`src/rtl/irq_ctrl_pkg.sv`:
```
package irq_ctrl_pkg;
    typedef enum logic [1:0] {
        ST_READY  = 2'd0,
        ST_BASE   = 2'd1,
        ST_CASC   = 2'd2,
        ST_FOURTH = 2'd3
    } init_state_e;

    localparam logic [1:0] ADR_CMD  = 2'd0;
    localparam logic [1:0] ADR_DATA = 2'd1;
    localparam logic [1:0] ADR_TRIG = 2'd2;
endpackage

```
`src/rtl/irq_prio_enc.sv`:
```
module irq_prio_enc #(
    parameter int W  = 8,
    parameter int IW = 3
) (
    input  logic [W-1:0]  vec,
    output logic          found,
    output logic [IW-1:0] idx
);
    always_comb begin
        found = |vec;
        idx   = '0;
        for (int i = W - 1; i >= 0; i--) begin
            if (vec[i]) idx = IW'(i);
        end
    end
endmodule

```
`src/rtl/irq_req_bank.sv`:
```
module irq_req_bank #(
    parameter int W = 8
) (
    input  logic         clk,
    input  logic         rst_n,
    input  logic [W-1:0] irq_in,
    input  logic [W-1:0] lvl_eff,
    input  logic         clr_edge,
    input  logic [W-1:0] ack_clr,
    output logic [W-1:0] irr
);
    logic [W-1:0] prev_q;

    for (genvar g = 0; g < W; g++) begin : g_line
        always_ff @(posedge clk or negedge rst_n) begin
            if (!rst_n) begin
                prev_q[g] <= 1'b0;
                irr[g]    <= 1'b0;
            end else begin
                prev_q[g] <= irq_in[g];
                if (lvl_eff[g])
                    irr[g] <= irq_in[g];
                else if (irq_in[g] && !prev_q[g])
                    irr[g] <= 1'b1;
                else if (ack_clr[g] || clr_edge)
                    irr[g] <= 1'b0;
            end
        end
    end
endmodule

```
`src/rtl/irq_init_fsm.sv`:
```
module irq_init_fsm
    import irq_ctrl_pkg::*;
(
    input  logic clk,
    input  logic rst_n,
    input  logic icw1_wr,
    input  logic cfg_single,
    input  logic cfg_four,
    input  logic data_wr,
    output logic base_ld,
    output logic mask_ld
);
    init_state_e state_q, state_d;
    logic single_q, four_q;

    always_comb begin
        state_d = state_q;
        if (icw1_wr) begin
            state_d = ST_BASE;
        end else if (data_wr) begin
            unique case (state_q)
                ST_READY:  state_d = ST_READY;
                ST_BASE:   state_d = !single_q ? ST_CASC : (four_q ? ST_FOURTH : ST_READY);
                ST_CASC:   state_d = four_q ? ST_FOURTH : ST_READY;
                ST_FOURTH: state_d = ST_READY;
            endcase
        end
    end

    always_ff @(posedge clk or negedge rst_n) begin
        if (!rst_n) begin
            state_q  <= ST_READY;
            single_q <= 1'b1;
            four_q   <= 1'b0;
        end else begin
            state_q <= state_d;
            if (icw1_wr) begin
                single_q <= cfg_single;
                four_q   <= cfg_four;
            end
        end
    end

    always_comb begin
        base_ld = 1'b0;
        mask_ld = 1'b0;
        unique case (state_q)
            ST_READY:  mask_ld = data_wr && !icw1_wr;
            ST_BASE:   base_ld = data_wr && !icw1_wr;
            ST_CASC:   ;
            ST_FOURTH: ;
        endcase
    end
endmodule

```
`src/rtl/irq_ctrl_core.sv`:
```
module irq_ctrl_core
    import irq_ctrl_pkg::*;
#(
    parameter int N_IN = 8
) (
    input  logic            clk,
    input  logic            rst_n,
    input  logic [N_IN-1:0] irq_in,
    input  logic            wr_en,
    input  logic [1:0]      wr_addr,
    input  logic [7:0]      wr_data,
    input  logic            rd_en,
    input  logic [1:0]      rd_addr,
    output logic [7:0]      rd_data,
    input  logic            ack,
    output logic [7:0]      ack_vec,
    output logic            int_out
);
    localparam int IW     = $clog2(N_IN);
    localparam int BASE_W = 8 - IW;

    logic [N_IN-1:0]   irr, isr_q, mask_q, trig_q, lvl_eff, pend, ack_clr;
    logic [BASE_W-1:0] base_q;
    logic              lvl_all_q, poll_q, rsel_isr_q;
    logic              pend_found, isr_found, ack_take, poll_rd;
    logic [IW-1:0]     pend_idx, isr_idx;
    logic              cmd_wr, icw1_wr, ocw3_wr, eoi_wr, data_wr, trig_wr;
    logic              base_ld, mask_ld;

    assign cmd_wr  = wr_en && (wr_addr == ADR_CMD);
    assign icw1_wr = cmd_wr && wr_data[4];
    assign ocw3_wr = cmd_wr && !wr_data[4] && wr_data[3];
    assign eoi_wr  = cmd_wr && !wr_data[4] && !wr_data[3] && (wr_data[7:5] == 3'b001);
    assign data_wr = wr_en && (wr_addr == ADR_DATA);
    assign trig_wr = wr_en && (wr_addr == ADR_TRIG);

    assign lvl_eff = trig_q | {N_IN{lvl_all_q}};
    assign pend    = irr & ~mask_q;

    irq_prio_enc #(.W(N_IN), .IW(IW)) u_pend_enc (
        .vec(pend), .found(pend_found), .idx(pend_idx));
    irq_prio_enc #(.W(N_IN), .IW(IW)) u_isr_enc (
        .vec(isr_q), .found(isr_found), .idx(isr_idx));

    assign int_out  = pend_found && (!isr_found || (pend_idx < isr_idx));
    assign poll_rd  = rd_en && (rd_addr == ADR_CMD) && poll_q;
    assign ack_take = (ack || poll_rd) && int_out && !icw1_wr;
    assign ack_clr  = ack_take ? (N_IN'(1) << pend_idx) & ~lvl_eff : '0;
    assign ack_vec  = int_out ? {base_q, pend_idx} : {base_q, {IW{1'b1}}};

    irq_req_bank #(.W(N_IN)) u_req (
        .clk(clk), .rst_n(rst_n), .irq_in(irq_in), .lvl_eff(lvl_eff),
        .clr_edge(icw1_wr), .ack_clr(ack_clr), .irr(irr));

    irq_init_fsm u_init (
        .clk(clk), .rst_n(rst_n), .icw1_wr(icw1_wr),
        .cfg_single(wr_data[1]), .cfg_four(wr_data[0]),
        .data_wr(data_wr), .base_ld(base_ld), .mask_ld(mask_ld));

    always_ff @(posedge clk or negedge rst_n) begin
        if (!rst_n) begin
            isr_q      <= '0;
            mask_q     <= '0;
            trig_q     <= '0;
            base_q     <= '0;
            lvl_all_q  <= 1'b0;
            poll_q     <= 1'b0;
            rsel_isr_q <= 1'b0;
        end else begin
            if (trig_wr) trig_q <= wr_data[N_IN-1:0];
            if (base_ld) base_q <= wr_data[7:IW];
            if (icw1_wr) begin
                lvl_all_q  <= wr_data[3];
                isr_q      <= '0;
                mask_q     <= '0;
                poll_q     <= 1'b0;
                rsel_isr_q <= 1'b0;
            end else begin
                if (mask_ld) mask_q <= wr_data[N_IN-1:0];
                if (ocw3_wr) begin
                    poll_q <= wr_data[2];
                    if (wr_data[1]) rsel_isr_q <= wr_data[0];
                end else if (poll_rd) begin
                    poll_q <= 1'b0;
                end
                isr_q <= (isr_q & ~((eoi_wr && isr_found) ? (N_IN'(1) << isr_idx) : '0))
                       | (ack_take ? (N_IN'(1) << pend_idx) : '0);
            end
        end
    end

    always_comb begin
        rd_data = '0;
        unique case (rd_addr)
            ADR_CMD: begin
                if (poll_q) begin
                    rd_data[7] = int_out;
                    if (int_out) rd_data[IW-1:0] = pend_idx;
                end else begin
                    rd_data = rsel_isr_q ? 8'(isr_q) : 8'(irr);
                end
            end
            ADR_DATA: rd_data = 8'(mask_q);
            ADR_TRIG: rd_data = 8'(trig_q);
            default:  rd_data = '0;
        endcase
    end
endmodule

```
`config.mk`:
```
export PLATFORM = sky130hd
export DESIGN_NAME = irq_ctrl_core
export DESIGN_NICKNAME = d
export VERILOG_FILES = /design/src/rtl/irq_ctrl_pkg.sv /design/src/rtl/irq_prio_enc.sv /design/src/rtl/irq_req_bank.sv /design/src/rtl/irq_init_fsm.sv /design/src/rtl/irq_ctrl_core.sv
export SDC_FILE = /design/constraint.sdc
export NUM_CORES = 1
export LEC_CHECK = 0
export ABC_CLOCK_PERIOD_IN_PS = 7780
export CAP_MARGIN = 20
export CORE_ASPECT_RATIO = 1.5
export CORE_MARGIN = 4
export CORE_UTILIZATION = 46
export CTS_BUF_LIST = sky130_fd_sc_hd__clkbuf_8 sky130_fd_sc_hd__clkbuf_16
export CTS_CLUSTER_DIAMETER = 150
export DETAILED_ROUTE_END_ITERATION = 6
export PLACE_DENSITY = 0.75
export SLEW_MARGIN = 20
export SYNTH_ARGS = -nofsm -noshare
export SYNTH_HDL_FRONTEND = slang
export SYNTH_HIERARCHICAL = 1
export SYNTH_SLANG_ARGS = --single-unit
```
`constraint.sdc`:
```
create_clock -name clk -period 7.78 [get_ports clk]
set_input_delay 1.167 -clock clk [delete_from_list [all_inputs] [get_ports clk]]
set_output_delay 1.167 -clock clk [all_outputs]
set_load 0.05 [all_outputs]
```
==> Yosys cells after proc, flatten, opt, wreduce, memory -nomap -nowiden <==
Cells that the tools add are included.
{ "word_totals": {"regBits": 52, "in_bits": 25, "output_inout_bits": 17} }
{ "op_classes": {"order_cmp": 1, "eq_ne": 8, "shifts": 2, "mux": 66, "bitwise_logic": 8, "n_reduce_logical": 65} }
{ "op_table": {"columns": ["op", "count"], "rows": [
  ["$mux W3", 19],
  ["$mux W8", 7],
  ["$mux W1", 33],
  ["$reduce_bool A3 Y1", 9],
  ["$and A8 B8 Y8", 3],
  ["$not A8 Y8", 3],
  ["$pmux W8 S3", 1],
  ["$logic_and A1 B1 Y1", 23],
  ["$or A8 B8 Y8", 2],
  ["$reduce_or A8 Y1", 2],
  ["$shl A1 B3 Y8 const A", 2],
  ["$logic_not A1 Y1", 12],
  ["$logic_or A1 B1 Y1", 10],
  ["$eq A2 B2 Y1 const B", 4],
  ["$mux W2", 4],
  ["$reduce_bool A2 Y1", 4],
  ["$eq A2 B1 Y1 const B", 3],
  ["$logic_not A2 Y1", 3],
  ["$pmux W2 S3", 1],
  ["$mux W4", 1],
  ["$eq A3 B1 Y1 const B", 1],
  ["$lt A3 B3 Y1", 1],
  ["$reduce_and A2 Y1", 1],
  ["$reduce_or A2 Y1", 1]
]} }

==> Logic depth before layout (Yosys ltp) <==
Gate-level depths: netlist of the first run.
{ "depth": {"ltp_word": 20, "mapped_depth": 12, "mapped_depth_nobuf": 11} }

==> By module <==
The synthesis of the first run kept the hierarchy.
{ "modules_own_cells": {"columns": ["module", "instances", "cells_per_inst", "area_each_um2", "seq_area_each_um2"], "rows": [
  ["irq_ctrl_core", 1, 203, 2006.9, 800.8],
  ["irq_req_bank", 1, 41, 641.9, 400.4],
  ["irq_init_fsm", 1, 20, 196.4, 101.3],
  ["irq_prio_enc", 2, 13, 81.3, 0.0]
]} }

==> Least setup slack after synthesis of the first run <==
OpenSTA, ideal clock, no wires.
{ "synth_path": {"path_type": "register to output", "startpoint": "register u_req.irr[4]", "endpoint": "output port rd_data[7]", "t_arrival_ns": 2.818, "required_ns": 6.613, "slack_ns": 3.795, "path_stages_with_launch": 12, "path_buffers": 1, "cell_sequence": "dfrtp_1 > nor2b_1 > nor2_1 > o21ai_0 > a21boi_0 > ha_1 > inv_1 > o211ai_1 > and2_1 > buf_4 > inv_2 > a22o_1"} }
{ "synth_via": {"elab_chain_len": 11, "elab_cells_between_ends": 12, "classes_between": "order compare (1); mux (7); bitwise (1); reduce/logical (3)"} }
{ "synth_lines": {"columns": ["item", "line_no", "source"], "rows": [
  ["from (decl)", "irq_req_bank.sv:10", "output logic [W-1:0] irr"],
  ["from (signal, indexed assignment)", "irq_req_bank.sv:22", "irr[g] <= irq_in[g];"],
  ["$and A8 B8 Y8", "irq_ctrl_core.sv:38", "assign pend = irr & ~mask_q;"],
  ["via pend[4]", "irq_ctrl_core.sv:22", "logic [N_IN-1:0] irr, isr_q, mask_q, trig_q, lvl_eff, pend, ack_clr;"],
  ["$mux W3 (5 in series)", "irq_prio_enc.sv:13", "if (vec[i]) idx = IW'(i);"],
  ["via pend_idx[1]", "irq_ctrl_core.sv:26", "logic [IW-1:0] pend_idx, isr_idx;"],
  ["$lt A3 B3 Y1", "irq_ctrl_core.sv:45", "assign int_out = pend_found && (!isr_found || (pend_idx < isr_idx));"],
  ["$logic_or A1 B1 Y1", "irq_ctrl_core.sv:45", null],
  ["$logic_and A1 B1 Y1", "irq_ctrl_core.sv:45", null],
  ["via int_out", "irq_ctrl_core.sv:17", "output logic int_out"],
  ["$mux W1", "irq_ctrl_core.sv:96", "if (poll_q) begin"],
  ["$pmux W8 S3", "irq_ctrl_core.sv:94", "unique case (rd_addr)"],
  ["to (decl)", "irq_ctrl_core.sv:14", "output logic [7:0] rd_data,"]
]} }
The timed path passes the listed nets, and every way through them passes these cells.

==> Final worst setup path of the first run <==
{ "layout_path": {"startpoint": "register isr_q[4]", "endpoint": "output port rd_data[0]"} }
{ "layout_via": {"elab_chain_len": 11, "elab_cells_between_ends": 13, "classes_between": "order compare (1); mux (8); reduce/logical (4)"} }
{ "layout_lines": {"columns": ["item", "line_no", "source"], "rows": [
  ["from (decl)", "irq_ctrl_core.sv:22", null],
  ["from (signal assigned)", "irq_ctrl_core.sv:86", "isr_q <= (isr_q & ~((eoi_wr && isr_found) ? (N_IN'(1) << isr_idx) : '0))"],
  ["$mux W3 (5 in series)", "irq_prio_enc.sv:13", null],
  ["via isr_idx[1]", "irq_ctrl_core.sv:26", null],
  ["$lt A3 B3 Y1", "irq_ctrl_core.sv:45", null],
  ["$logic_or A1 B1 Y1", "irq_ctrl_core.sv:45", null],
  ["$logic_and A1 B1 Y1", "irq_ctrl_core.sv:45", null],
  ["$mux W3", "irq_ctrl_core.sv:98", "if (int_out) rd_data[IW-1:0] = pend_idx;"],
  ["$mux W3", "irq_ctrl_core.sv:96", null],
  ["$pmux W8 S3", "irq_ctrl_core.sv:94", null]
]} }
The timed path passes the listed nets, and every way through them passes these cells.

==> impl.org, run 1 <==
** Place
- Quantity of I/O buffers inserted on ports :: 41
- Final GP Congestion :: 0.9128
- Summing all placed instances gives a cell area of 3477 µm².
- Post-detail-place hpwl :: 5807 µm

** Clocking
- CTS hold repair buffers :: 0
- After clock tree synthesis, the setup repair step added 0 buffers.
- Max Buffers Root-to-Sink :: 2
- Clock-pin slew was measured on the worst setup and hold paths at 100 ps.
- The root buffer cell chosen for the clock tree is clkbuf_8.
- Clock sink total :: 52
- Clock latency on the worst-skew pair, taken at its later pin, is 310 ps.
- Gates resized during post-CTS repair numbered 0.
- TritonCTS clock tree :: built
- Number of clock buffers inserted by TritonCTS :: 5
- Clock H-tree levels :: 2

** Power and ir drop
- Dividing total power by cell area gives a power density of 366.9 nW/µm².
- Standby leakage power :: 1.440 nW
- Summing internal, switching and leakage power gives 1.319 mW.
- Maximum resistive drop on vdd :: 0.0002108 V

** Drt
- In the routed layout, each cell is associated on average with a via count of 6.134.
- Initial DRC count :: 150
- Antenna violation net count after detailed routing :: 0
- First-pass detailed-route iteration total :: 4
- Post-DR wirelength/cell :: 18.29 µm
- For this run, design rule violations remaining after detail routing come to 0.
- Wires add up to 7391 µm.
- For this block, the via count after detailed routing is 2,478.

** Yosys
- When the netlist entered floorplanning its net count stood at 317.
- Cell with the most instances after synthesis :: dfrtp_1
- Top post-synthesis cells by count :: dfrtp_1 (51), nor2_1 (20), mux2_2 (18)
- Netlist cell types :: 49
- Portion of the post-synthesis area used by sequential elements :: 43.30%
- In this run the mean area of a mapped cell was 10.37 µm².
- After synthesis the cells add up to 3008 µm².
- Count of flip-flops with a built-in enable after synthesis :: 0
- In this run, synthesis produced a sequential element count of 52.
- Prevailing post-synth register cell :: dfrtp_1
- After technology mapping, the gate count stands at 290.
- For this run, asynchronously set or reset flops after synthesis account for 100.0%.
- The largest total area in the synthesized netlist belongs to dfrtp_1.
- Of the post-synthesis cell area, the dominant cell type holds 42.43%.
- In the post-synthesis netlist, the biggest area contributors are dfrtp_1 (42%), mux2_2 (6.7%), nor4b_2 (5.0%), mux2i_1 (3.7%), nor2b_1 (3.3%).
- Number of warnings printed during yosys synthesis :: 6

** Layout
- Relative to the synthesized area, the layout overhead comes to 19.55%.
- The repair_antennas step left the layout with diodes totalling 0.
- Summing all non-filler instances in the final layout gives an area of 3596 µm².
- Final Net Count :: 356
- Cells with a size suffix above 1 make up 19.70% of the layout.

** Worst setup path
- At the worst endpoint, the required time is 6610 ps.
- Kind of start point of the critical path :: flip-flop
- Data on the critical path arrives at its endpoint at 3880 ps.
- Maximum fanout encountered on the critical timing path :: 9
- Count of cells along the worst register-to-register path :: 11
- Critical Setup Path Class :: flip-flop to output pin
- Critical Path End Type :: output pin

** Global route
- The via count of the first global-routing pass was 2,512.
- The initial antenna violation count came to 0.
- Summed over all layers, the global routing overflow is 0.
- Entering global routing, the biggest net connects 53 pins.
- The first global-routing pass estimated 12,190 µm of wire.
- For this run, the total global-route usage over all layers was measured as 19.95%.

** Die
- Placement row count :: 35
- The core region is 6262 µm².
- For this configuration, the core starts out at a cell density of 48.03%.
- Total die area :: 7923 µm²
- Number of top-level pins :: 42
- Die Span X :: 74.03 µm
- From bottom edge to top edge, the die measures 107.0 µm.

** Run
- Max-cap viol count :: 0

** Timing
- Setup violations remaining at the end of the flow were counted as 0.
- Slew at the pin closest to its max-slew limit :: 1064 ps
- Achievable clock frequency :: 198.0 MHz
- Final clock period utilization by the worst path :: 64.93%
- Across the routed clock network, the largest skew measured is 6.245 ps.
- The count of final max-slew check failures was 0.
- The worst path in the final design needs a cycle of 5051 ps, including I/O delays and setup.
- The number of hold-slack violations in the final timing report came to 0.
- RSZ-0062 raised after global routing :: no
- Rel. slew slack :: 28.15%
- Setup TNS :: 0 ps

** Outcome
- The flow ran to the end, and the final reports show no timing, DRC or antenna violations.

** Worst hold path
- Counting instances, the worst hold path has a depth of 1.
- The path class of the tightest hold or removal check is flip-flop to flip-flop.
[power by group]
part           internal [mW]  switching [mW]  total (mW)
clock                 0.0992          0.0944       0.194
sequential             0.343          0.0802       0.424
combinational          0.266           0.436       0.702
total                  0.708           0.611        1.32
[through the flow]
stage	hold WS [ps]	util, %	worst slack (ps)	instances
3_5_place_dp	494.7	55.52	3008	396
4_1_cts	519.5	57.42	2774	404
5_1_grt	538.6	57.42	2488	404
6_report	514.3	57.42	2729	404
2_1_floorplan	483.6	-	3795	290
3_3_place_gp	493.0	55.52	3017	396
[kinds of logic (layout without fill, tap and decap cells)]
logic type	count (synthesis)	in the layout	share of synthesized area, %
multiplexers	29	29	10.40
AND/OR/NAND/NOR	118	118	26.12
flip-flops	52	52	43.30
buffers and inverters	26	66	3.660
adder cells (fa/ha/maj)	2	2	0.8318
AO/OA/AOI/OAI	63	63	15.68
[worst max-delay path: stages (launching register included)]
cell and delay (ps):
dfrtp_1 460, nor2_1 120, o21ai_0 80, a21boi_0 540
inv_1 180, ha_1 320, inv_1 30, o211ai_1 300
and2_1 420, inv_2 170, a31o_2 270, clkdlybuf4s50_1 700
[flip-flops by register name, summed over array words and instances, names as in the netlist]
signal           flops
isr_q                8
mask_q               8
trig_q               8
u_req/irr            8
u_req/prev_q         8
base_q               5
u_init/state_q       2
lvl_all_q            1
poll_q               1
rsel_isr_q           1
u_init/four_q        1
u_init/single_q      1
[cell type report]
type	instances	area, µm²
Fill cell	564	2666
Multi-Input combinational cell	212	1602
Sequential cell	52	1303
Timing Repair Buffer	44	427.9
Tap cell	74	92.59
Clock buffer	5	68.82
Inverter	14	52.55
Clock inverter	3	50.05
[final timing paths]
kind	endpoint	slack, ps	startpoint
max reg2reg	u_req/irr[4]	4640	isr_q[4]
min reg2reg	base_q[2]	510	base_q[2]
min	base_q[2]	510	base_q[2]
min in group asynchronous	u_req/irr[0]	950	rst_n
max	rd_data[0]	2730	isr_q[4]
max in group asynchronous	u_req/irr[4]	6390	rst_n
[cell usage in the layout, fill, tap and decap left out, drive strengths merged, types with 2 or more instances in the layout]
master         instances
a21oi                  5
o21bai                 2
nand2b                12
dfrtp                 51
nand4                  7
and2                   2
mux2i                 11
a32o                   8
a2111oi                2
clkdlybuf4s50         40
mux2                  18
o41ai                  2
o211ai                 2
a31o                   3
or2                    8
a221o                  2
ha                     2
or4                    2
buf                    4
a22oi                  7
nand3                  4
a21o                   8
clkbuf                 5
nor2b                 16
nor3b                  3
inv                   16
nor4b                 11
nor4                   9
a21boi                 2
nor2                  20
nand2                 17
o21ai                 16
and3b                  3
[routing by layer]
metal  vias up  share of wire (%)  wire length [µm]  GRT usage (%)
li1       1154                  -                 -              -
met1      1226                 40              2972          24.35
met2        79                 52              3876          34.39
met3        19                4.2               309          2.720
met4         0                3.2               233          8.290
met5         -                  0                 0              0
Power figures use the tool's default switching activity.
==> inputs of run 2 (changes only) <==
Settings changed: ABC_CLOCK_PERIOD_IN_PS 7780 to 5100.
Clock period 7.78 ns to 5.1 ns, I/O delays scaled along.
==> impl.org, run 2 (same netlist as run 1, synthesis figures left out) <==
** Outcome
- The flow ran to the end, and the final reports show no timing, DRC or antenna violations.

** Clocking
- Clk Latency, worst-skew pair :: 300 ps
- The cell sitting at the root of the clock tree is a clkbuf_8.
- Counting the buffers created by CTS gives 5.
- TritonCTS clock tree :: built
- The H-tree generated during clock tree synthesis spans 2 levels.
- Max Buffers Root-to-Sink :: 2
- After clock tree synthesis, the repair step resized 0 gates.
- Clock sink total :: 52
- CTS hold repair buffers :: 0
- Post-CTS timing repair inserted 0 buffers for setup.
- Clock transition time at the flip-flop clock pins of the worst setup and hold paths :: 100 ps

** Power and ir drop
- Maximum resistive drop on vdd :: 0.0003418 V
- Power share of the sequential group :: 31.8%
- Of the total power, the clock network draws 14.7%.
- Proportion of total power due to net switching :: 46.09%
- Combinational logic is responsible for 53.6% of the overall power.
- For this design the static power due to leakage is 1.446 nW.
- For this design the ratio of total power to cell area is 564.3 nW/µm².
- Internal power summed over all cells :: 1.097 mW
- The analysis attributes to net switching a power of 0.9379 mW.

** Place
- Quantity of I/O buffers inserted on ports :: 41
- The HPWL after detailed placement is 5705 µm.
- Final GP Congestion :: 0.9255

** Drt
- In the routed design, unresolved DRC markers number 0.
- Post-DR wirelength/cell :: 18.50 µm
- The first routing iteration left 164 violations.
- The first TritonRoute pass finished after 4 iterations.
- Once detail routing completed, the nets flagged for antenna violations numbered 0.
- After detailed routing, the number of vias per cell comes to 6.178.
- Total number of vias :: 2,502
- Total wirelength of the detailed-routed design :: 7491 µm

** Worst setup path
- Critical Path End Type :: output pin
- The worst setup path is launched from a flip-flop.
- Data required time at the worst endpoint :: 4340 ps
- Kind of cell adding the most delay to the critical path :: compound AO/OA/AOI/OAI gates
- Data on the critical path arrives at its endpoint at 3900 ps.
- Critical Setup Path Class :: flip-flop to output pin
- Most numerous cell on the critical path :: nor2b_1
- RR Startpoint :: u_req/irr[7]
- The critical path goes through nor2b_1 -> a21oi_1 -> o41ai_1 -> nor2b_1 -> o211ai_1 -> and2_1 -> inv_2 -> a22o_1 -> clkdlybuf4s50_1.
- Beginning of the critical path :: u_req/irr[7]
- Counting both buffers and inverters, the worst setup path holds a total of 2.
- Slowest stage cell, crit path :: o41ai_1
- Maximum fanout encountered on the critical timing path :: 9
- Worst path max stage delay :: 840 ps

** Layout
- 0 antenna diodes ended up in the layout.
- Final Util :: 57.58%
- Final Net Count :: 357
- Leaving out fill and tap cells, the most frequent cell in the layout is dfrtp_1.
- Synth-to-Final Area Change :: 19.88%
- Most used cells in the layout excluding fill and tap cells :: dfrtp_1 (51), clkdlybuf4s50_1 (40), nor2_1 (20)
- Ratio of cells with drive above 1 in the final layout :: 19.94%

** Die
- Core Box Area :: 6262 µm²
- Placement row count :: 35
- Starting Density :: 48.03%
- Number of top-level pins :: 42
- The floorplan step defined a die boundary enclosing 7923 µm².
- The die is 107.0 µm tall.
- Die Span X :: 74.03 µm

** Timing
- At the pin with the least slew margin, the transition time is 1039 ps.
- Between clock sinks in the finished design, the worst skew comes to 5.889 ps.
- The worst pin sits at a relative slew slack of 29.80%.
- After layout, the worst path uses 91.49% of the clock period.
- The routed design could run at a clock period as short as 4666 ps.
- RSZ-0062 raised after global routing :: no
- The count of final max-slew check failures is 0.
- In the final timing run, aggregate negative setup slack is 0 ps.
- Hold Fails Final Rpt :: 0
- Tightest hold margin :: 517.6 ps
- Static timing analysis puts the maximum clock frequency at 214.3 MHz.
- Setup violations remaining at the end of the flow were counted as 0.

** Global route
- For this run, the total global-route usage over all layers was measured as 20.39%.
- Antenna violations before repair :: 0
- The total overflow left after global routing is 0.
- Maximum number of pins on one net before global-route repair :: 53
- Via count of the first global-routing pass :: 2,527
- The first global-routing pass estimated 12,590 µm of wire.

** Run
- Max-cap viol count :: 0

** Worst hold path
- The tightest min-delay check is of the flip-flop to flip-flop type.
- Launch point of the worst hold path :: base_q[3]
## run 2: worst reg2reg max path, stage by stage, from the launching register on
cell and delay [ps]:
dfrtp_1 390, nor2b_1 240, a21oi_1 100, o41ai_1 840
inv_1 230, or4_4 640, nor4_1 310, nor4b_2 90
a21o_1 180
## run 2: worst paths after layout
| check | slack [ps] | end | depth (start not counted) |
|---|---|---|---|
| max | 430 | rd_data[7] | 9 |
| min | 520 | base_q[3] | 1 |
| max reg2reg | 1990 | u_req/irr[7] | 8 |
| min reg2reg | 520 | base_q[3] | 1 |
| max in group asynchronous | 4070 | u_init/state_q[1] | 2 |
| min in group asynchronous | 560 | u_req/irr[0] | 2 |
## run 2: routing by layer
layer / part of all wire, % / GRT usage, %
met1: 41 / 25.94
met2: 50 / 32.80
met3: 4.4 / 3.283
met4: 4.4 / 10.23
met5: 0 / 0
## run 2: layout make-up
cell class,count,area [µm²]
inverter,14,52.55
clock inverter,2,38.79
tap,74,92.59
multi-input combinational,212,1602
sequential,52,1303
timing repair buffer,45,435.4
fill,543,2656
clock buffer,6,82.58
## run 2: power groups by stage
| stage | clock network, mW | logic, mW | registers [mW] |
|---|---|---|---|
| global placement | 0 | 1.07 | 0.646 |
| finish | 0.298 | 1.09 | 0.646 |
| CTS | 0.305 | 1.09 | 0.643 |
| global route | 0.323 | 1.17 | 0.664 |
| floorplan | 0 | 0.723 | 0.675 |
| detailed placement | 0 | 1.09 | 0.649 |
## run 2: through the flow
step                      instance area, µm²  total power [mW]  std cells  setup WS [ps]
after floorplan                         3008             1.399        290           1517
after global placement                  3485             1.713        397          978.3
after detailed placement                3485             1.737        397          849.3
after CTS                               3606             2.040        405          444.7
after global routing                    3606             2.160        405          165.5
final                                   3606             2.035        405          434.2
